==> src/rtl/busreg_pkg.sv <==
package busreg_pkg;

  typedef enum logic [1:0] {
    ST_IDLE = 2'd0,
    ST_SETUP = 2'd1,
    ST_STROBE = 2'd2
  } seq_state_t;

  // setup gap in cycles: ceil(ns * MHz / 1000), never below one
  function automatic int gap_cycles(input int ns, input int mhz);
    int c;
    c = (ns * mhz + 999) / 1000;
    return (c < 1) ? 1 : c;
  endfunction

endpackage

==> src/rtl/busreg_gap_timer.sv <==
module busreg_gap_timer #(
  parameter int GAP = 21
) (
  input  logic clk,
  input  logic rst_n,
  input  logic start,
  output logic expire
);
  localparam int CW = $clog2(GAP + 1);

  logic [CW-1:0] cnt;

  always_ff @(posedge clk) begin
    if (!rst_n) cnt <= '0;
    else if (start) cnt <= CW'(GAP);
    else if (cnt != '0) cnt <= cnt - 1'b1;
  end

  // high in the last cycle of the interval
  assign expire = (cnt == CW'(1));
endmodule

==> src/rtl/busreg_field_pack.sv <==
module busreg_field_pack #(
  parameter int BUS_W    = 32,
  parameter int ADDR_LSB = 9,
  parameter int DATA_LSB = 27,
  parameter int N_DEV    = 4,
  parameter int OFF_W    = 3,
  parameter int DATA_W   = 5
) (
  input  logic [N_DEV-1:0]  en,
  input  logic [OFF_W-1:0]  off,
  input  logic [DATA_W-1:0] data,
  input  logic [BUS_W-1:0]  bg,
  output logic [BUS_W-1:0]  bus
);
  localparam int ADDR_W = N_DEV + OFF_W;

  function automatic logic [BUS_W-1:0] field_mask();
    logic [BUS_W-1:0] m;
    m = '0;
    for (int i = 0; i < ADDR_W; i++) m[ADDR_LSB+i] = 1'b1;
    for (int i = 0; i < DATA_W; i++) m[DATA_LSB+i] = 1'b1;
    return m;
  endfunction

  localparam logic [BUS_W-1:0] MASK = field_mask();

  logic [BUS_W-1:0] owned;

  always_comb begin
    owned = '0;
    owned[ADDR_LSB +: ADDR_W] = {en, off};
    owned[DATA_LSB +: DATA_W] = data;
    bus = (bg & ~MASK) | owned;
  end
endmodule

==> src/rtl/busreg_wr_seq.sv <==
module busreg_wr_seq
  import busreg_pkg::*;
#(
  parameter int BUS_W    = 32,
  parameter int ADDR_LSB = 9,
  parameter int DATA_LSB = 27,
  parameter int N_DEV    = 4,
  parameter int OFF_W    = 3,
  parameter int DATA_W   = 5,
  parameter int CLK_MHZ  = 125,
  parameter int SETUP_NS = 166
) (
  input  logic              clk,
  input  logic              rst_n,
  input  logic              req_valid,
  output logic              req_ready,
  input  logic [2:0]        req_dev,
  input  logic [OFF_W-1:0]  req_off,
  input  logic [DATA_W-1:0] req_data,
  input  logic [BUS_W-1:0]  bg_bits,
  output logic [BUS_W-1:0]  bus_out,
  output logic              wr_err
);
  localparam int GAP  = gap_cycles(SETUP_NS, CLK_MHZ);
  localparam int OBSW = $clog2(GAP + 1);

  function automatic logic dev_ok(input logic [2:0] d);
    return (d >= 3'd1) && (int'(d) <= N_DEV);
  endfunction

  // device 1 maps to the most significant enable bit
  function automatic logic [N_DEV-1:0] dev_sel(input logic [2:0] d);
    logic [N_DEV-1:0] r;
    r = '0;
    for (int i = 0; i < N_DEV; i++) r[N_DEV-1-i] = (int'(d) == i + 1);
    return r;
  endfunction

  seq_state_t        state;
  logic [N_DEV-1:0]  en_q, tgt_q;
  logic [OFF_W-1:0]  off_q;
  logic [DATA_W-1:0] data_q;
  logic              err_q;

  // named events
  logic accept, accept_good, accept_bad, gap_expire, go_strobe;

  assign req_ready   = (state == ST_IDLE);
  assign accept      = req_valid && req_ready;
  assign accept_good = accept && dev_ok(req_dev);
  assign accept_bad  = accept && !dev_ok(req_dev);
  assign go_strobe   = (state == ST_SETUP) && gap_expire;

  busreg_gap_timer #(.GAP(GAP)) u_timer (
    .clk    (clk),
    .rst_n  (rst_n),
    .start  (accept_good),
    .expire (gap_expire)
  );

  always_ff @(posedge clk) begin
    if (!rst_n) begin
      state  <= ST_IDLE;
      en_q   <= '0;
      tgt_q  <= '0;
      off_q  <= '0;
      data_q <= '0;
      err_q  <= 1'b0;
    end else begin
      err_q <= accept_bad;
      unique case (state)
        ST_IDLE: if (accept_good) begin
          en_q   <= '0;
          tgt_q  <= dev_sel(req_dev);
          off_q  <= req_off;
          data_q <= req_data;
          state  <= ST_SETUP;
        end
        ST_SETUP: if (go_strobe) begin
          en_q  <= tgt_q;
          state <= ST_STROBE;
        end
        ST_STROBE: state <= ST_IDLE;
        default:   state <= ST_IDLE;
      endcase
    end
  end

  busreg_field_pack #(
    .BUS_W(BUS_W), .ADDR_LSB(ADDR_LSB), .DATA_LSB(DATA_LSB),
    .N_DEV(N_DEV), .OFF_W(OFF_W), .DATA_W(DATA_W)
  ) u_pack (
    .en   (en_q),
    .off  (off_q),
    .data (data_q),
    .bg   (bg_bits),
    .bus  (bus_out)
  );

  assign wr_err = err_q;

  // cycles since the last good acceptance, saturating, for the gap check
  logic [OBSW-1:0] obs_cnt;
  always_ff @(posedge clk) begin
    if (!rst_n) obs_cnt <= '0;
    else if (accept_good) obs_cnt <= '0;
    else if (obs_cnt != OBSW'(GAP)) obs_cnt <= obs_cnt + 1'b1;
  end

  logic [N_DEV-1:0] en_bus;
  assign en_bus = bus_out[ADDR_LSB+OFF_W +: N_DEV];


  phase1_quiet_chk: assert property (@(posedge clk) disable iff (!rst_n)
    accept_good |=> (en_bus == '0) && (bus_out[ADDR_LSB +: OFF_W] == $past(req_off))
                    && (bus_out[DATA_LSB +: DATA_W] == $past(req_data)));


  setup_gap_chk: assert property (@(posedge clk) disable iff (!rst_n)
    $rose(|en_bus) |-> (obs_cnt >= OBSW'(GAP)));


  single_enable_chk: assert property (@(posedge clk) disable iff (!rst_n)
    $onehot0(en_bus));


  busy_after_accept_chk: assert property (@(posedge clk) disable iff (!rst_n)
    accept_good |=> !req_ready);


  bad_dev_quiet_chk: assert property (@(posedge clk) disable iff (!rst_n)
    wr_err |-> $stable(en_q) && $stable(off_q) && $stable(data_q));
endmodule

==> config.mk <==
export PLATFORM = sky130hd
export DESIGN_NAME = busreg_wr_seq
export DESIGN_NICKNAME = d
export VERILOG_FILES = /design/src/rtl/busreg_pkg.sv /design/src/rtl/busreg_gap_timer.sv /design/src/rtl/busreg_field_pack.sv /design/src/rtl/busreg_wr_seq.sv
export SDC_FILE = /design/constraint.sdc
export NUM_CORES = 1
export LEC_CHECK = 0
export ABC_AREA = 1
export BUFFER_PORTS_ARGS = -buffer_cell sky130_fd_sc_hd__buf_4
export CAP_MARGIN = 20
export CORE_UTILIZATION = 27
export CTS_CLUSTER_DIAMETER = 50
export DETAILED_ROUTE_END_ITERATION = 8
export PLACE_DENSITY = 0.63
export SLEW_MARGIN = 10
export SYNTH_ARGS = -nofsm -noshare
export SYNTH_HDL_FRONTEND = slang
export SYNTH_SLANG_ARGS = --single-unit
export TNS_END_PERCENT = 100
==> constraint.sdc <==
create_clock -name clk -period 1 [get_ports clk]
set_clock_uncertainty 0.05 [all_clocks]
set_input_delay 0.1 -clock clk [delete_from_list [all_inputs] [get_ports clk]]
set_output_delay 0.1 -clock clk [all_outputs]
set_load 0.01 [all_outputs]
==> results.ini <==
[outcome]
status = finished, violations left
failed_checks = design-rule violations, negative setup slack

[synthesis]
synth_seq_cells = 24
netlist_area_um2 = 1290
post-synth-top-area-cell = dfxtp_1
yosysTopAreaCellShare_pct = 37.3
synth_simple_gate_area_share_pct = 37.1
synth_top_family_by_area = simple AND/OR/NAND/NOR gates
syn-mean-instance-area_um2 = 7.63
synth_edf_count = 0
xor_xnor_fraction_of_synth_area_pct = 0.680
syn-instance-count = 169
yosys-mux-area-fraction_pct = 0
synth_top_cells_by_area = dfxtp_1 (37%), buf_4 (12%), nand2_1 (10%)
syn_nets = 218
most_used_flip_flop_cell_after_synthesis = dfxtp_1
ys_top_cells_by_count = nand2_1 (35), dfxtp_1 (24), nor2_1 (23)
synth_fa_ha_area_share_pct = 2.91
synth_warnings = 0
synth_async_sr_flop_share_pct = 0
post-synth-top-count-cell = nand2_1
compound_cell_area_share_of_the_yosys_netlist_pct = 3.98
synth_cell_type_count = 23
synth.yosys.seq_area_share_pct = 37.3

[grt]
grt_pass1_wl_um = 4340
maximum_number_of_pins_on_one_net_before_global_route_repair = 14
number_of_antenna_violations_at_the_first_check_in_global_routing = 0
grt.total_usage_pct = 11.0
grt_pass1_vias = 1016
grt_overflow_total = 0

[setup_path]
critical_path_class = reg2reg
critPathArrivalTime_ns = 1.27
cp-startpoint = state[1]$_SDFFE_PN0P_
startpoint_kind_of_the_worst_setup_timing_path = flop
critPathCaptureType = flop
critical_path.cell_chain = inv_2, nand2_4, nor2_4, nand3_2, buf_6, nand3b_1, nand2_1
cp_data_required_time_ns = 1.11
r2r_start = state[1]$_SDFFE_PN0P_
worstPathMaxFanout = 8
cpPeakStageDelay_ns = 0.33
crit_slowest_cell = dfxtp_2

[sta]
tightest_slew_ns = 0.259
timing.max_slew.rel_slack_pct = 82.7
achievable-frequency_mhz = 861
timing.final.crit_share_pct = 116
grt_setup_unrepaired = yes
maxSlewViolCount = 0
hold_viol = 0
fin_crit_ns = 1.16
hold_ws_ns = 0.0683
final.setup.worst_slack_ns = -0.161
setup_viol = 25

[drt]
drt_pass1_iterations = 9
via_per_inst = 4.27
wl_cell_um = 10.3
drcViolationCount = 5
finalWirelength_um = 2590
drt-initial-drc-count = 46
vias_post_dr = 1072
detail-route-antenna-nets = 0

[final_layout]
fin_nets = 249
final_design_area_no_fill_um2 = 1710
layout-area-overhead-vs-synth_pct = 33.0
antenna_cells_inserted = 0
post_route_cells_drive_above_1_share_pct = 43.2
fillCellCount = 469

[clocking]
cts-htree-levels = 1
clock_insertion_delay_worst_skew_ns = 0.26
clock_buffer_count_from_cts = 3
cts_max_path_buffers = 2
cts_tree = done
clk_root_buffer_cell = clkbuf_8
cts.sinks = 24
cts_clock_pin_slew_for_the_worst_setup_and_hold_paths_ns = 0.08

[floorplan]
initial_core_util_pct = 28.8
placement_rows = 24
floorplan.die_area_um2 = 5050
horizontal_extent_of_the_die_um = 71.1
core_area_um2 = 4470
io_pins = 80
die_y_um = 71.1

[pwr]
cellPowerDensity_nw_per_um2 = 1950
worst_ir_drop_vdd_mv = 0.919
leakagePower_nw = 0.793

[worst_hold_path]
hold_path.startpoint = req_dev[0]
hold_path.class = in2reg

[place]
placement.cell_area_um2 = 1600
gp_congestion = 0.796
i_o_buffers = 27
dpl.hpwl_um = 1980

[job]
max-cap-violations = 0

worst max-delay path: cells and delay by family, from the launching register on:
family,cells,cell delay [ns]
buffers and inverters,2,0.21
DFF,1,0.33
and+or+nand+nor,5,0.46
layout make-up:
| type | instances | area (um2) | area share (%) |
|---|---|---|---|
| flip-flops and latches | 24 | 489 | 28.5 |
| well taps | 52 | 65.1 | 3.80 |
| clock buffers | 4 | 45.0 | 2.63 |
| inverters | 15 | 61.3 | 3.58 |
| multi-input cells | 107 | 674 | 39.3 |
| repair buffers | 49 | 379 | 22.1 |
placed cells by master, fill, tap and decap left out, types with 2 or more instances in the layout:
master / count
nand4_1: 3
ha_4: 3
inv_2: 4
dfxtp_1: 19
nand2_4: 2
nand3_1: 6
nand2_1: 33
clkbuf_8: 3
nand3b_1: 12
a21oi_2: 3
buf_4: 46
nor2_1: 23
inv_4: 2
nor2_4: 5
dfxtp_2: 4
nand3_2: 4
inv_1: 9
buf_6: 3
nand2_2: 4
o21ai_1: 5
where the power goes:
group / internal, W / switching [W]
sequential: 0.00111 / 0.000110
combinational: 0.000746 / 0.000784
clock: 0.000284 / 0.000299
registers in the layout, indices dropped and copies added (netlist names):
register / count
data_q: 5
u_timer.cnt: 5
en_q: 4
tgt_q: 4
off_q: 3
state: 2
wr_err: 1
layer usage:
layer / share of wire, % / track usage [%] / vias up
li1: - / - / 576
met1: 47 / 13.7 / 470
met2: 47 / 17.7 / 22
met3: 5.2 / 3.28 / 4
met4: 0.74 / 4.22 / 0
met5: 0 / 0 / -
cell families after synthesis:
| kind of cell | Yosys count |
|---|---|
| compound gates | 9 |
| xor+xnor | 1 |
| fa+ha+maj | 3 |
| buf+inv | 39 |
| flops | 24 |
| simple gates | 93 |
path summary, 6_finish.rpt:
kind	end	slack [ns]	cells past startpoint
worst max-delay path	en_q[1]$_SDFFE_PN0P_	-0.16	7
worst min-delay path	tgt_q[2]$_SDFFE_PN0P_	0.07	3
worst min register to register	en_q[3]$_SDFFE_PN0P_	0.41	2
worst max register to register	en_q[1]$_SDFFE_PN0P_	-0.16	7
timing repair:
action | 4_1_cts | 5_1_grt
buffers inserted | 0 | 1
pin swaps | 13 | 6
cloned | 1 | 0
hold buffers | 0 | 0
endpoints found under the setup margin | 25 | 25
gates resized for setup | 13 | 3
endpoints found under the hold margin | 0 | 0
through the flow:
| step | setup slack [ns] | setup TNS (ns) | std cells | total power [W] | util, % |
|---|---|---|---|---|---|
| after floorplan | -0.0462 | -0.346 | 169 | 0.00220 | - |
| after global placement | -0.199 | -3.76 | 245 | 0.00259 | 35.8 |
| after detailed placement | -0.204 | -3.79 | 245 | 0.00261 | 35.8 |
| after CTS | -0.159 | -3.12 | 250 | 0.00334 | 38.1 |
| after global routing | -0.265 | -4.94 | 251 | 0.00359 | 38.3 |
| final | -0.161 | -2.84 | 251 | 0.00333 | 38.3 |
Power figures use the tool's default switching activity.
